### config.mk
export PLATFORM = sky130hd
export DESIGN_NAME = aps_persist_mon
export DESIGN_NICKNAME = d
export VERILOG_FILES = /design/src/rtl/aps_mon_pkg.sv /design/src/rtl/aps_mon_ctrl.sv /design/src/rtl/aps_mon_dp.sv /design/src/rtl/aps_persist_mon.sv
export SDC_FILE = /design/constraint.sdc
export NUM_CORES = 1
export LEC_CHECK = 0
export ABC_AREA = 1
export BUFFER_PORTS_ARGS = -buffer_cell sky130_fd_sc_hd__buf_2
export CAP_MARGIN = 20
export CORE_UTILIZATION = 55
export CTS_CLUSTER_SIZE = 28
export DETAILED_ROUTE_END_ITERATION = 12
export PLACE_DENSITY = 0.79
export SLEW_MARGIN = 20
export SYNTH_ARGS = -nofsm -noshare
export SYNTH_HDL_FRONTEND = slang
export SYNTH_SLANG_ARGS = --single-unit
### constraint.sdc
create_clock -name clk -period 3.55 [get_ports clk]
set_clock_uncertainty 0.15 [all_clocks]
set_input_delay 0.355 -clock clk [delete_from_list [all_inputs] [get_ports clk]]
set_output_delay 0.355 -clock clk [all_outputs]
set_load 0.005 [all_outputs]
### src/rtl/aps_mon_pkg.sv
package aps_mon_pkg;
  localparam int NUM_FIELDS = 2;
  localparam int FIELD_MAIN = 0;
  localparam int FIELD_AUX  = 1;

  typedef struct packed {
    logic [NUM_FIELDS-1:0] restart;  // load a new candidate
    logic [NUM_FIELDS-1:0] accept;   // copy the input into the accepted register
  } apsStrobes_t;
endpackage

### src/rtl/aps_mon_ctrl.sv
module aps_mon_ctrl
  import aps_mon_pkg::*;
#(
  parameter int CNT_W = 4
) (
  input  logic                  clk,
  input  logic                  rstN,
  input  logic                  frameValid,
  input  logic [CNT_W-1:0]      persistN,
  input  logic [NUM_FIELDS-1:0] candMatch,
  input  logic [NUM_FIELDS-1:0] accMatch,
  output apsStrobes_t           strobes
);
  localparam logic [CNT_W-1:0] CNT_MAX = {CNT_W{1'b1}};
  localparam logic [CNT_W-1:0] CNT_ONE = {{(CNT_W-1){1'b0}}, 1'b1};

  logic [CNT_W-1:0]      needCount;
  logic [NUM_FIELDS-1:0] restartVec;
  logic [NUM_FIELDS-1:0] acceptVec;

  assign needCount = (persistN == '0) ? CNT_ONE : persistN;

  for (genvar g = 0; g < NUM_FIELDS; g++) begin : gField
    logic [CNT_W-1:0] runCount;
    logic [CNT_W-1:0] nextCount;

    always_comb begin
      if (!candMatch[g])           nextCount = CNT_ONE;
      else if (runCount == CNT_MAX) nextCount = runCount;
      else                          nextCount = runCount + CNT_ONE;
    end

    assign restartVec[g] = frameValid && !candMatch[g];
    assign acceptVec[g]  = frameValid && (nextCount >= needCount) && !accMatch[g];

    always_ff @(posedge clk or negedge rstN) begin
      if (!rstN)           runCount <= '0;
      else if (frameValid) runCount <= nextCount;
    end
  end

  assign strobes = '{restart: restartVec, accept: acceptVec};
endmodule

### src/rtl/aps_mon_dp.sv
module aps_mon_dp
  import aps_mon_pkg::*;
#(
  parameter int MAIN_W = 13,
  parameter int AUX_W  = 3
) (
  input  logic                  clk,
  input  logic                  rstN,
  input  logic [MAIN_W-1:0]     mainIn,
  input  logic [AUX_W-1:0]      auxIn,
  input  apsStrobes_t           strobes,
  input  logic [NUM_FIELDS-1:0] flagClear,
  output logic [MAIN_W-1:0]     mainAcc,
  output logic [AUX_W-1:0]      auxAcc,
  output logic [NUM_FIELDS-1:0] chgFlags,
  output logic [NUM_FIELDS-1:0] candMatch,
  output logic [NUM_FIELDS-1:0] accMatch
);
  logic [MAIN_W-1:0] mainCand;
  logic [AUX_W-1:0]  auxCand;

  assign candMatch[FIELD_MAIN] = (mainIn == mainCand);
  assign candMatch[FIELD_AUX]  = (auxIn == auxCand);
  assign accMatch[FIELD_MAIN]  = (mainIn == mainAcc);
  assign accMatch[FIELD_AUX]   = (auxIn == auxAcc);

  always_ff @(posedge clk or negedge rstN) begin
    if (!rstN) begin
      mainCand <= '0;
      auxCand  <= '0;
      mainAcc  <= '0;
      auxAcc   <= '0;
    end else begin
      if (strobes.restart[FIELD_MAIN]) mainCand <= mainIn;
      if (strobes.restart[FIELD_AUX])  auxCand  <= auxIn;
      if (strobes.accept[FIELD_MAIN])  mainAcc  <= mainIn;
      if (strobes.accept[FIELD_AUX])   auxAcc   <= auxIn;
    end
  end

  // A new change takes priority over a clear in the same cycle.
  always_ff @(posedge clk or negedge rstN) begin
    if (!rstN) chgFlags <= '0;
    else       chgFlags <= strobes.accept | (chgFlags & ~flagClear);
  end
endmodule

### src/rtl/aps_persist_mon.sv
module aps_persist_mon
  import aps_mon_pkg::*;
#(
  parameter int CNT_W = 4
) (
  input  logic             clk,
  input  logic             rstN,
  input  logic             frameValid,
  input  logic [7:0]       byteA,
  input  logic [7:0]       byteB,
  input  logic [CNT_W-1:0] persistN,
  input  logic [1:0]       intMask,
  input  logic [1:0]       flagClear,
  output logic [12:0]      mainAccepted,
  output logic [2:0]       auxAccepted,
  output logic [1:0]       chgFlags,
  output logic             irq
);
  localparam int AUX_W  = 3;
  localparam int MAIN_W = 8 + (8 - AUX_W);

  apsStrobes_t           strobes;
  logic [NUM_FIELDS-1:0] candMatch;
  logic [NUM_FIELDS-1:0] accMatch;

  aps_mon_ctrl #(.CNT_W(CNT_W)) u_ctrl (
    .clk(clk), .rstN(rstN), .frameValid(frameValid), .persistN(persistN),
    .candMatch(candMatch), .accMatch(accMatch), .strobes(strobes)
  );

  aps_mon_dp #(.MAIN_W(MAIN_W), .AUX_W(AUX_W)) u_dp (
    .clk(clk), .rstN(rstN),
    .mainIn({byteA, byteB[7:AUX_W]}), .auxIn(byteB[AUX_W-1:0]),
    .strobes(strobes), .flagClear(flagClear),
    .mainAcc(mainAccepted), .auxAcc(auxAccepted), .chgFlags(chgFlags),
    .candMatch(candMatch), .accMatch(accMatch)
  );

  assign irq = |(chgFlags & ~intMask);
endmodule

Word level (Yosys, flattened, before mapping)
Index checks and enable logic that the tools add are counted.
- flip-flop bits (word level): 42
- input port bits: 27
- output and inout port bits: 19
- word-level logic and storage cells: 39
- add/sub/neg operators: 2
- order comparisons: 2
- equality and inequality tests: 6
- mux-type cells: 5
- bitwise logic cells: 5
- reduce and logical (&&, ||, !) cells: 12
- operators by type and width (cell ; count):
    $eq 13x13->1 ; 2
    $mux 4 ; 5
    $add 4x1->4 const B ; 2
    $eq 4x4->1 const B ; 2
    $ge 4x4->1 ; 2
    $eq 3x3->1 ; 2
    $logic_and 1x1->1 ; 6
    $and 2x2->2 ; 2
    $logic_not 1->1 ; 4
    $logic_not 4->1 ; 1
    $not 2->2 ; 2
    $or 2x2->2 ; 1
    $reduce_or 2->1 ; 1

Depth between registers and ports, before layout
Gate-level depths: netlist of run 1.
- word-level depth: 7
- gate-level depth with buffers: 20
- mapped depth without buffers: 18

Hierarchy
From an unflattened synthesis of run 1, not the netlist that was laid out.
- cell total of the unflattened synthesis: 352
- area total of the unflattened synthesis: 2544.9 um^2
- modules (own cells, without submodules) (module ; instances ; cells an instance ; area each (um^2) ; seq. area each (um^2)):
    aps_mon_dp ; 1 ; 221 ; 1736.7 ; 850.8
    aps_mon_ctrl ; 1 ; 126 ; 789.5 ; 200.2
    aps_persist_mon ; 1 ; 5 ; 18.8 ; 0.0

Least setup slack after synthesis of run 1
OpenSTA, ideal clock, no wires.
- path kind: reg-to-reg
- start: reg u_dp.mainCand[3]
- end: reg u_dp.mainAcc[10]
- setup time: 0.117 ns
- arrival time: 2.126 ns
- data required time: 3.283 ns
- setup slack: 1.157 ns
- stages on the path, launching flop included: 19
- buffers on the path: 2
- clock period less this slack: 2.393 ns
- cell sequence: dfrtp_1 > nor2_1 > nor2_1 > nor2_1 > nand2_1 > nor2_4 > nand2_4 > buf_6 > nor2_1 > ha_1 > inv_1 > nor2_1 > o21ai_0 > nand3_1 > nand2_1 > inv_1 > buf_1 > nand3_1 > nand2_1
- longest elaborated chain between the ends: 5
- ends and longest elaborated chain (item ; line ; source):
    from (decl) ; aps_mon_dp.sv:19 ; logic [MAIN_W-1:0] mainCand;
    from (signal assigned) ; aps_mon_dp.sv:34 ; if (strobes.restart[FIELD_MAIN]) mainCand <= mainIn;
    $eq 13x13->1 ; aps_mon_dp.sv:22 ; assign candMatch[FIELD_MAIN] = (mainIn == mainCand);
    $mux 4 ; aps_mon_ctrl.sv:28 ; if (!candMatch[g]) nextCount = CNT_ONE;
    via u_ctrl.gField[0].nextCount[1] ; aps_mon_ctrl.sv:25 ; logic [CNT_W-1:0] nextCount;
    $ge 4x4->1 ; aps_mon_ctrl.sv:34 ; assign acceptVec[g] = frameValid && (nextCount >= needCount) && !accMatch[g];
    $logic_and 1x1->1 (2 in series) ; aps_mon_ctrl.sv:34 ;
    to (signal assigned) ; aps_mon_dp.sv:36 ; if (strobes.accept[FIELD_MAIN]) mainAcc <= mainIn;
    to (decl) ; aps_mon_dp.sv:13 ; output logic [MAIN_W-1:0] mainAcc,
The timed path passes the listed nets, and every way through them passes these cells.
A chain may end at the register's enable or synchronous reset.

Worst setup path in the final report of run 1
- start: reg u_ctrl.gField[0].runCount[0]
- end: reg u_dp.mainAcc[4]
- longest elaborated chain between the ends: 6
- elaborated cells between the ends (all ways): 7
- those cells by class: 1 x add/sub; 1 x order compare; 1 x eq/ne; 2 x mux; 2 x reduce/logical
- ends and longest elaborated chain (item ; line ; source):
    from (decl) ; aps_mon_ctrl.sv:24 ; logic [CNT_W-1:0] runCount;
    from (signal assigned) ; aps_mon_ctrl.sv:38 ; else if (frameValid) runCount <= nextCount;
    $add 4x1->4 or $eq 4x4->1 (tied branches) ; aps_mon_ctrl.sv:30, aps_mon_ctrl.sv:29 ;
    $mux 4 (*) ; aps_mon_ctrl.sv:29 ; else if (runCount == CNT_MAX) nextCount = runCount;
    $mux 4 (*) ; aps_mon_ctrl.sv:28 ;
    via u_ctrl.gField[0].nextCount[1] ; aps_mon_ctrl.sv:25 ;
    $ge 4x4->1 (*) ; aps_mon_ctrl.sv:34 ;
    $logic_and 1x1->1 (*) (2 in series) ; aps_mon_ctrl.sv:34 ;
Mark *: on every way through the listed nets, which the timed path passes. The rest lies on a longest branch.

==> results of run 1 <==
flip-flops by register name, summed over array words and instances (netlist names):
name	count
u_dp.auxAcc	3
u_ctrl.gField.runCount	8
u_dp.chgFlags	2
u_dp.auxCand	3
u_dp.mainAcc	13
u_dp.mainCand	13
Yosys cell counts (2+ instances only):
| cell | n | share of area (%) |
|---|---|---|
| nand4_1 | 5 | 1.2 |
| xnor2_1 | 10 | 3.3 |
| buf_2 | 2 | 0.38 |
| nand2_4 | 2 | 0.85 |
| inv_2 | 9 | 1.3 |
| nand2_2 | 4 | 0.94 |
| o21ai_0 | 13 | 2.5 |
| nor2_1 | 20 | 2.8 |
| nor2_4 | 2 | 0.85 |
| nand2_1 | 162 | 23 |
| nand3_1 | 37 | 7.0 |
| clkbuf_1 | 2 | 0.28 |
| ha_1 | 10 | 4.7 |
| dfrtp_1 | 42 | 40 |
| a21oi_1 | 6 | 1.1 |
| inv_1 | 48 | 6.8 |
final cells by class:
cell class | count | area, um2 | share of cell area, %
clock buffer | 5 | 68.8 | 2.30
inverter | 58 | 218 | 7.27
tap | 52 | 65.1 | 2.17
timing repair buffer | 45 | 225 | 7.52
clock inverter | 3 | 40.0 | 1.34
sequential | 42 | 1050 | 35.1
multi-input combinational | 277 | 1330 | 44.3
metal layers:
layer | part of all wire [%] | vias to the layer above | global-route usage [%]
met4 | 1.2 | 0 | 7.19
met5 | 0 | - | 0
met1 | 45 | 1117 | 30.5
met3 | 4.2 | 8 | 4.50
li1 | - | 1269 | -
met2 | 50 | 49 | 43.7
cells by family (layout without fill, tap and decap cells):
logic type	count (synthesis)	in the layout	synth area share, %
and+or+nand+nor	235	235	37.5
xor gates and xnor gates	11	11	3.63
buffers and inverters	66	111	10.5
DFF	42	42	39.6
AOI/OAI and AO/OA	21	21	4.15
adders and majority gates	10	10	4.71
through the flow:
stage,hold WS [ns],util (%),instances,area (um2),total power (uW)
after floorplan,-0.0906,-,385,2660,797
after global placement,0.324,64.1,474,2890,909
after detailed placement,0.332,64.1,474,2890,920
after CTS,0.0749,66.5,482,2990,1300
after global routing,0.0774,66.5,482,2990,1370
final,0.0295,66.5,482,2990,1290
worst reg2reg max path, cell delays in order (launching register included):
cell	delay, ns
dfrtp_1	0.41
ha_1	0.22
nand2_1	0.07
inv_1	0.07
nand2_1	0.09
o21ai_0	0.24
inv_1	0.08
nor2_1	0.13
ha_1	0.16
inv_1	0.04
nor2_1	0.08
o21ai_0	0.08
nand3_1	0.07
nand2_1	0.05
inv_1	0.39
nand2_2	0.31
nand2_1	0.14
nand2_1	0.06
power breakdown:
part           internal, uW  switching (uW)  total (uW)
Sequential              545            62.3         607
Combinational           131             170         302
Clock                   207             171         378
worst max path at each step:
stage	from	to	slack, ns	cells past startpoint
after floorplan	u_dp.mainCand[3]$_DFFE_PN0P_	u_dp.mainAcc[10]$_DFFE_PN0P_	1.16	18
after global placement	byteA[7]	u_dp.chgFlags[0]$_DFF_PN0_	0.68	18
after detailed placement	byteA[7]	u_dp.chgFlags[0]$_DFF_PN0_	0.58	18
after CTS	u_ctrl.gField[0].runCount[0]$_DFFE_PN0P_	u_dp.chgFlags[0]$_DFF_PN0_	0.67	16
after global routing	u_ctrl.gField[0].runCount[0]$_DFFE_PN0P_	u_dp.mainAcc[8]$_DFFE_PN0P_	0.33	17
final	u_ctrl.gField[0].runCount[0]$_DFFE_PN0P_	u_dp.mainAcc[4]$_DFFE_PN0P_	0.63	17
==> summary.txt, run 1 <==
STA
  – Final period demand of the worst path: 2.92 ns
  – Final setup violation count: 0
  – Fin. max-slew vios: 0
  – Slew margin rel.: 38.0%
  – Final setup margin: 0.632 ns
  – FMAX: 343 MHz
  – RSZ-0062 raised after global routing: no
  – Post-route clock period utilization: 82.2%
  – Fin. Hold Viols: 0
  – Setup_tns: 0 ns
  – Least-Margin Pin Slew: 0.930 ns

Critical path
  – Worst-path cell chain: ha_1 > nand2_1 > inv_1 > nand2_1 > o21ai_0 > inv_1 > nor2_1 > ha_1 > inv_1 > nor2_1 > o21ai_0 > nand3_1 > nand2_1 > inv_1 > nand2_2 > nand2_1 > nand2_1
  – CP Capture Type: register
  – CP Buf/Inv Count: 4
  – Worst EP required: 3.59 ns
  – Critical path class: reg -> reg
  – Worst r2r path cells: 17
  – Largest delay share family, worst path: simple AND/OR/NAND/NOR gates
  – Largest stage delay on the critical path: 0.41 ns
  – Origin of the critical flop-to-flop path: u_ctrl.gField[0].runCount[0]$_DFFE_PN0P_
  – Crit Reg-Reg Endpoint: u_dp.mainAcc[4]$_DFFE_PN0P_
  – Reg-to-reg slack, setup: 0.63 ns
  – Critical-path top delay cell: dfrtp_1
  – CP startpoint kind: register
  – CP Max Fanout: 14
  – CP dominant cell by count: nand2_1
  – WP data arrival: 2.96 ns

Run status
  – Outcome: finished, final reports clean

Placement
  – Post-Place Worst Slack: 0.580 ns
  – HPWL after DPL: 4150 um
  – Routability cong.: 0.825
  – IO Port Bufs: 45

Layout
  – Area delta synth->final: 12.8%
  – Diodes inserted: 0
  – Fill count: 396
  – Layout cell share with drive strength beyond 1: 17.0%
  – Commonest non-fill, non-tap cell in the layout: nand2_1
  – Most frequent cells in the layout: nand2_1 (162), inv_1 (48), buf_2 (45)
  – Final net count: 466

CTS
  – Root Buffer: clkbuf_8
  – # resized after CTS: 0
  – # hold bufs at CTS: 0
  – Deepest clock path buffer count: 2
  – Cts bufs inserted: 5
  – CTS tree: built
  – Setup bufs post-CTS: 0
  – TritonCTS Sinks: 42
  – Latest clock arrival within the worst-skew pair: 0.30 ns
  – H-Tree Depth: 2
  – Worst-path clk slew: 0.08 ns

Route
  – DRT iter0 DRCs: 139
  – Routed WL per cell: 11.9 um
  – DRT Pass-1 Iters: 4
  – Total wire length: 5740 um
  – DR vias: 2443
  – Post-DRT Antenna Nets: 0
  – Detailed-route vias per instance: 5.07
  – Residual DRC: 0

Die
  – Num rows: 24
  – IO Pins: 46
  – Initial Util: 58.9%
  – Die area: 0.00511 mm2
  – Core area: 0.00450 mm2
  – Die Wd: 71.5 um
  – Die Height: 71.5 um

GRT
  – Vias in the first global route: 2264
  – Largest net degree at the start of global routing: 43
  – GR Util All Layers: 24.5%
  – GRT overflow: 0
  – Initial antenna violation count: 0
  – First-pass GRT wire length: 9850 um

Synth
  – Synthesized netlist cell count: 385
  – Avg Inst Size Synth: 6.90 um2
  – Post-synth EDFFs: 0
  – Post-synth ARST share: 100%
  – Syn Std Cell Area: 0.00266 mm2
  – Net Count, Synth: 422
  – Seq/Total Area, Yosys: 39.6%
  – Synth Register Bits: 42
  – YS warnings: 0
  – Top_reg_cell synth: dfrtp_1
  – Post-synthesis cell type count: 27

Hold path
  – Hold Path Class: in -> async

Pwr
  – Worst vdd ir: 0.504 mV
  – PwrDens: 430 mW/mm2
  – Pleak: 0.00177 uW

Flow run
  – Max-cap viol count: 0
Note: power is estimated with default switching activity, not from simulation.
==> run 2: changes to the inputs <==
==> constraint.sdc (replaced) <==
create_clock -name clk -period 3 [get_ports clk]
set_clock_uncertainty 0.15 [all_clocks]
set_input_delay 0.3 -clock clk [delete_from_list [all_inputs] [get_ports clk]]
set_output_delay 0.3 -clock clk [all_outputs]
set_load 0.005 [all_outputs]
==> run 2 against run 1 <==
Net effect:
- the run now ends with negative hold slack left
- hold slack worse by 0.036 ns
- first-iteration DRC count is 27% lower
- setup slack worse by 0.30 ns
- wire length is 2.9% lower
- sequential cell count stayed put
- fmax is 9.4% higher
- largest power group unchanged
==> summary.txt, run 2 (synthesis results as in run 1) <==
GRT
  – Initial antenna violation count: 0 (unchanged)
  – Vias in the first global route: 2214 (was 2264)
  – Largest net degree at the start of global routing: 43 (unchanged)
  – GR Util met2: 40.8% (was 43.7%)
  – First-pass GRT wire length: 9430 um (was 9850 um)
  – GR Util All Layers: 23.7% (was 24.5%)
  – M1 GR Usage: 29.4% (was 30.5%)
  – Busiest grt layer: met2 (unchanged)
  – GR Util met3: 3.66% (was 4.50%)
  – GRT overflow: 0 (unchanged)

Die
  – Num rows: 24 (unchanged)
  – IO Pins: 46 (unchanged)
  – Die area: 0.00511 mm2 (unchanged)
  – Core area: 0.00450 mm2 (unchanged)
  – Die Wd: 71.5 um (unchanged)
  – Initial Util: 58.9% (unchanged)
  – Die Height: 71.5 um (unchanged)

Critical path
  – CP Capture Type: register (unchanged)
  – Worst EP required: 3.01 ns (was 3.59 ns)
  – Reg-to-reg slack, setup: 0.33 ns (was 0.63 ns)
  – CP Max Fanout: 14 (unchanged)
  – CP startpoint kind: register (unchanged)
  – WP data arrival: 2.68 ns (was 2.96 ns)
  – Critical path class: reg -> reg (unchanged)

Pwr
  – PwrDens: 489 mW/mm2 (was 430 mW/mm2)
  – Pleak: 0.00177 uW (about the same)
  – Tot Pwr: 1460 uW (was 1290 uW)
  – Worst vdd ir: 0.390 mV (was 0.504 mV)

Route
  – Residual DRC: 0 (unchanged)
  – DRT Pass-1 Iters: 5 (was 4)
  – Routed WL per cell: 11.5 um (was 11.9 um)
  – DR vias: 2443 (unchanged)
  – Detailed-route vias per instance: 5.06 (was 5.07)
  – Total wire length: 5580 um (was 5740 um)
  – DRT iter0 DRCs: 102 (was 139)
  – Post-DRT Antenna Nets: 0 (unchanged)

Layout
  – Diodes inserted: 0 (unchanged)
  – Layout cell share with drive strength beyond 1: 17.2% (was 17.0%)
  – Most frequent cells in the layout: nand2_1 (162), inv_1 (48), buf_2 (45) (unchanged)
  – Commonest non-fill, non-tap cell in the layout: nand2_1 (unchanged)
  – Area delta synth->final: 12.5% (was 12.8%)
  – Biggest regs: u_dp.mainAcc (13), u_dp.mainCand (13), u_ctrl.gField.runCount (8) (unchanged)
  – Final Instance Area: 0.00299 mm2 (about the same)
  – Layout Cells excl Fill: 483 (was 482)
  – Fill count: 414 (was 396)
  – Register area: 0.00105 mm2 (unchanged)
  – Area occupied by multi-input gates: 0.00133 mm2 (unchanged)
  – Final net count: 467 (was 466)

CTS
  – H-Tree Depth: 2 (unchanged)
  – TritonCTS Sinks: 42 (unchanged)
  – Root Buffer: clkbuf_8 (unchanged)
  – # resized after CTS: 0 (unchanged)
  – Latest clock arrival within the worst-skew pair: 0.30 ns (about the same)
  – # hold bufs at CTS: 0 (unchanged)
  – Deepest clock path buffer count: 2 (unchanged)
  – Setup bufs post-CTS: 0 (unchanged)
  – CTS tree: built (unchanged)
  – Cts bufs inserted: 5 (unchanged)
  – Worst-path clk slew: 0.08 ns (about the same)

STA
  – Fin. max-slew vios: 0 (unchanged)
  – RSZ-0062 raised after global routing: no (unchanged)
  – Final period demand of the worst path: 2.67 ns (was 2.92 ns)
  – Final setup violation count: 0 (unchanged)
  – Least-Margin Pin Slew: 0.940 ns (was 0.930 ns)
  – Worst Hold Slack: -0.00604 ns (was 0.0295 ns)
  – Fin. Hold Viols: 30 (was 0)
  – FMAX: 375 MHz (was 343 MHz)
  – Setup_tns: 0 ns (unchanged)
  – Slew margin rel.: 37.3% (was 38.0%)
  – Post-route clock period utilization: 88.9% (was 82.2%)

Run status
  – Outcome: complete, but fails checks (was finished, final reports clean)
  – Failing checks: negative hold slack

Placement
  – Routability cong.: 0.796 (was 0.825)
  – IO Port Bufs: 45 (unchanged)
  – Placed Area: 0.00289 mm2 (about the same)
  – HPWL after DPL: 4100 um (was 4150 um)
  – # placed instances: 475 (was 474)

Hold path
  – Hold Path Class: in -> async (unchanged)

Flow run
  – Max-cap viol count: 0 (unchanged)
## run 2: final cells by class
cell class              instances  area share, %
flip-flops and latches         42           35.2
repair buffers                 46           7.79
inverters                      58           7.29
well taps                      52           2.18
clock buffers                   6           2.76
multi-input cells             277           44.4
clock inverters                 2          0.419
## run 2: report_power, final
part           switching [uW]  internal [uW]  total [uW]
Clock                     200            185         386
Sequential               73.0            645         718
Combinational             201            156         357
## run 2: worst paths after layout
| check | from | to | cells past startpoint |
|---|---|---|---|
| hold reg to reg | u_dp.mainCand[2]$_DFFE_PN0P_ | u_dp.mainCand[2]$_DFFE_PN0P_ | 2 |
| max in group asynchronous | rstN | u_ctrl.gField[0].runCount[3]$_DFFE_PN0P_ | 1 |
| hold / removal | rstN | u_dp.mainCand[11]$_DFFE_PN0P_ | 1 |
| setup / recovery | u_ctrl.gField[0].runCount[0]$_DFFE_PN0P_ | u_dp.chgFlags[0]$_DFF_PN0_ | 16 |
| setup reg to reg | u_ctrl.gField[0].runCount[0]$_DFFE_PN0P_ | u_dp.chgFlags[0]$_DFF_PN0_ | 16 |
| min in group clk | flagClear[1] | u_dp.chgFlags[1]$_DFF_PN0_ | 2 |
## run 2: stage by stage
| step | util (%) | setup WS (ns) |
|---|---|---|
| after floorplan | - | 0.607 |
| after global placement | 64.2 | 0.431 |
| after detailed placement | 64.2 | 0.349 |
| after CTS | 66.3 | 0.344 |
| after global routing | 66.3 | 0.0236 |
| final | 66.3 | 0.332 |
## run 2: metal layers
metal / share of wire [%] / wire length, um
met5: 0 / 0
met3: 4.8 / 268
met1: 46 / 2590
met4: 1.1 / 59
met2: 48 / 2670
## run 2: critical path, stage by stage (launching register included)
cell	delay [ns]
dfrtp_1	0.41
ha_1	0.21
nand2_1	0.06
inv_1	0.06
nand2_1	0.08
o21ai_0	0.28
inv_1	0.08
nor2_1	0.12
ha_1	0.25
inv_1	0.06
nor2_1	0.03
o21ai_0	0.15
nand3_1	0.09
nand2_1	0.06
inv_1	0.06
nand2_2	0.24
o21ai_0	0.14
==> run 3: changes to the inputs <==
==> constraint.sdc (replaced) <==
create_clock -name clk -period 3.25 [get_ports clk]
set_clock_uncertainty 0.15 [all_clocks]
set_input_delay 0.325 -clock clk [delete_from_list [all_inputs] [get_ports clk]]
set_output_delay 0.325 -clock clk [all_outputs]
set_load 0.005 [all_outputs]
==> run 3 against run 2 <==
Net effect:
- the run still ends with negative hold slack left
- clock power fell by 6.2%
- global-route usage rose by 0.65 points
- hold slack better by 0.0059 ns
- combinational power shrank 7.6%
- critical path type unchanged
- largest power group unchanged
==> summary.txt, run 3 (synthesis results as in run 1) <==
Die
  – Die Height: 71.5 um (unchanged)
  – Die area: 0.00511 mm2 (unchanged)
  – Die Wd: 71.5 um (unchanged)
  – IO Pins: 46 (unchanged)
  – Initial Util: 58.9% (unchanged)
  – Core area: 0.00450 mm2 (unchanged)
  – Num rows: 24 (unchanged)

STA
  – Fin. Hold Viols: 1 (was 30)
  – FMAX: 388 MHz (was 375 MHz)
  – Least-Margin Pin Slew: 0.926 ns (was 0.940 ns)
  – Post-route clock period utilization: 79.4% (was 88.9%)
  – Final setup violation count: 0 (unchanged)
  – Worst Hold Slack: -0.000151 ns (was -0.00604 ns)
  – Fin. max-slew vios: 0 (unchanged)
  – Final period demand of the worst path: 2.58 ns (was 2.67 ns)
  – Setup_tns: 0 ns (unchanged)
  – Slew margin rel.: 38.2% (was 37.3%)
  – RSZ-0062 raised after global routing: no (unchanged)

Critical path
  – Worst r2r path cells: 16 (unchanged)
  – Reg-to-reg slack, setup: 0.67 ns (was 0.33 ns)
  – WP data arrival: 2.61 ns (was 2.68 ns)
  – Origin of the critical flop-to-flop path: u_ctrl.gField[0].runCount[0]$_DFFE_PN0P_ (unchanged)
  – CP Capture Type: register (unchanged)
  – Worst EP required: 3.28 ns (was 3.01 ns)
  – CP startpoint kind: register (unchanged)
  – Critical path class: reg -> reg (unchanged)
  – CP Max Fanout: 14 (unchanged)
  – Crit Reg-Reg Endpoint: u_dp.chgFlags[0]$_DFF_PN0_ (unchanged)

CTS
  – Setup bufs post-CTS: 0 (unchanged)
  – CTS tree: built (unchanged)
  – Root Buffer: clkbuf_8 (unchanged)
  – Cts bufs inserted: 5 (unchanged)
  – # resized after CTS: 0 (unchanged)
  – Worst-path clk slew: 0.09 ns (was 0.08 ns)
  – TritonCTS Sinks: 42 (unchanged)
  – Deepest clock path buffer count: 2 (unchanged)
  – H-Tree Depth: 2 (unchanged)
  – # hold bufs at CTS: 0 (unchanged)
  – Latest clock arrival within the worst-skew pair: 0.31 ns (was 0.30 ns)

Route
  – Detailed-route vias per instance: 5.04 (was 5.06)
  – Residual DRC: 0 (unchanged)
  – DRT iter0 DRCs: 106 (was 102)
  – Routed WL per cell: 11.5 um (unchanged)
  – DR vias: 2435 (was 2443)
  – Post-DRT Antenna Nets: 0 (unchanged)
  – Total wire length: 5580 um (unchanged)
  – DRT Pass-1 Iters: 4 (was 5)

Layout
  – Diodes inserted: 0 (unchanged)
  – Layout cell share with drive strength beyond 1: 17.2% (unchanged)
  – Fill count: 422 (was 414)
  – Final net count: 467 (unchanged)
  – Area delta synth->final: 12.5% (unchanged)
  – Most frequent cells in the layout: nand2_1 (162), inv_1 (48), buf_2 (45) (unchanged)
  – Final core utilization: 66.3% (unchanged)
  – Biggest regs: u_dp.mainAcc (13), u_dp.mainCand (13), u_ctrl.gField.runCount (8) (unchanged)
  – Commonest non-fill, non-tap cell in the layout: nand2_1 (unchanged)

Hold path
  – Hold Path Class: in -> async (unchanged)

GRT
  – Vias in the first global route: 2271 (was 2214)
  – Largest net degree at the start of global routing: 43 (unchanged)
  – Initial antenna violation count: 0 (unchanged)
  – GRT overflow: 0 (unchanged)
  – GR Util All Layers: 24.3% (was 23.7%)
  – First-pass GRT wire length: 9600 um (was 9430 um)

Placement
  – HPWL after DPL: 4050 um (was 4100 um)
  – Routability cong.: 0.815 (was 0.796)
  – IO Port Bufs: 45 (unchanged)

Pwr
  – PwrDens: 453 mW/mm2 (was 489 mW/mm2)
  – Pleak: 0.00177 uW (unchanged)
  – Tot Pwr: 1350 uW (was 1460 uW)
  – Worst vdd ir: 0.279 mV (was 0.390 mV)

Run status
  – Failing checks: negative hold slack (unchanged)
  – Outcome: complete, but fails checks (unchanged)

Flow run
  – Max-cap viol count: 0 (unchanged)
==> run 3: cell counts in the layout (fill, tap and decap cells not counted) <==
Identical to the previous run, type by type.
==> run 3: cell type report <==
type                    count  area, um2  share of cell area (%)
repair buffers             46        233                    7.79
multi-input cells         277       1330                    44.4
well taps                  52       65.1                    2.18
flip-flops and latches     42       1050                    35.2
clock inverters             2       12.5                   0.419
inverters                  58        218                    7.29
clock buffers               6       82.6                    2.76
==> run 3: how the worst max path moves through the flow <==
| stage | start | slack, ns | cells after the start | endpoint |
|---|---|---|---|---|
| after floorplan | u_dp.mainCand[3]$_DFFE_PN0P_ | 0.86 | 18 | u_dp.mainAcc[10]$_DFFE_PN0P_ |
| after global placement | byteA[0] | 0.70 | 18 | u_dp.chgFlags[0]$_DFF_PN0_ |
| after detailed placement | byteA[2] | 0.59 | 18 | u_dp.chgFlags[0]$_DFF_PN0_ |
| after CTS | u_ctrl.gField[0].runCount[0]$_DFFE_PN0P_ | 0.64 | 16 | u_dp.chgFlags[0]$_DFF_PN0_ |
| after global routing | u_ctrl.gField[0].runCount[0]$_DFFE_PN0P_ | 0.39 | 16 | u_dp.chgFlags[0]$_DFF_PN0_ |
| final | u_ctrl.gField[0].runCount[0]$_DFFE_PN0P_ | 0.67 | 16 | u_dp.chgFlags[0]$_DFF_PN0_ |
==> run 3: metrics by stage <==
stage,cell area [um2],setup slack (ns),hold WS (ns),instances
CTS,2990,0.637,0.0320,483
finish,2990,0.670,-0.000151,483
global route,2990,0.392,0.0308,483
detailed placement,2890,0.585,0.332,475
global placement,2890,0.703,0.323,475
floorplan,2660,0.857,-0.121,385
==> run 3: where the power goes <==
part / switching, uW / internal, uW / total [uW]
logic: 185 / 144 / 330
clock network: 191 / 171 / 362
registers: 66.1 / 596 / 662
total: 443 / 911 / 1350
==> run 3: metal layers <==
metal	wire length, um	up-vias	share of wire [%]	GRT usage [%]
li1	-	1276	-	-
met1	2530	1116	45	29.1
met2	2790	35	50	44.3
met3	183	8	3.3	4.64
met4	75	0	1.3	7.41
met5	0	-	0	0
==> run 3: critical path: stages (launching register included) <==
cell,delay (ns)
dfrtp_1,0.41
ha_1,0.21
nand2_1,0.06
inv_1,0.07
nand2_1,0.09
o21ai_0,0.24
inv_1,0.07
nor2_1,0.12
ha_1,0.25
inv_1,0.06
nor2_1,0.03
o21ai_0,0.13
nand3_1,0.08
nand2_1,0.06
inv_1,0.06
nand2_2,0.23
o21ai_0,0.14
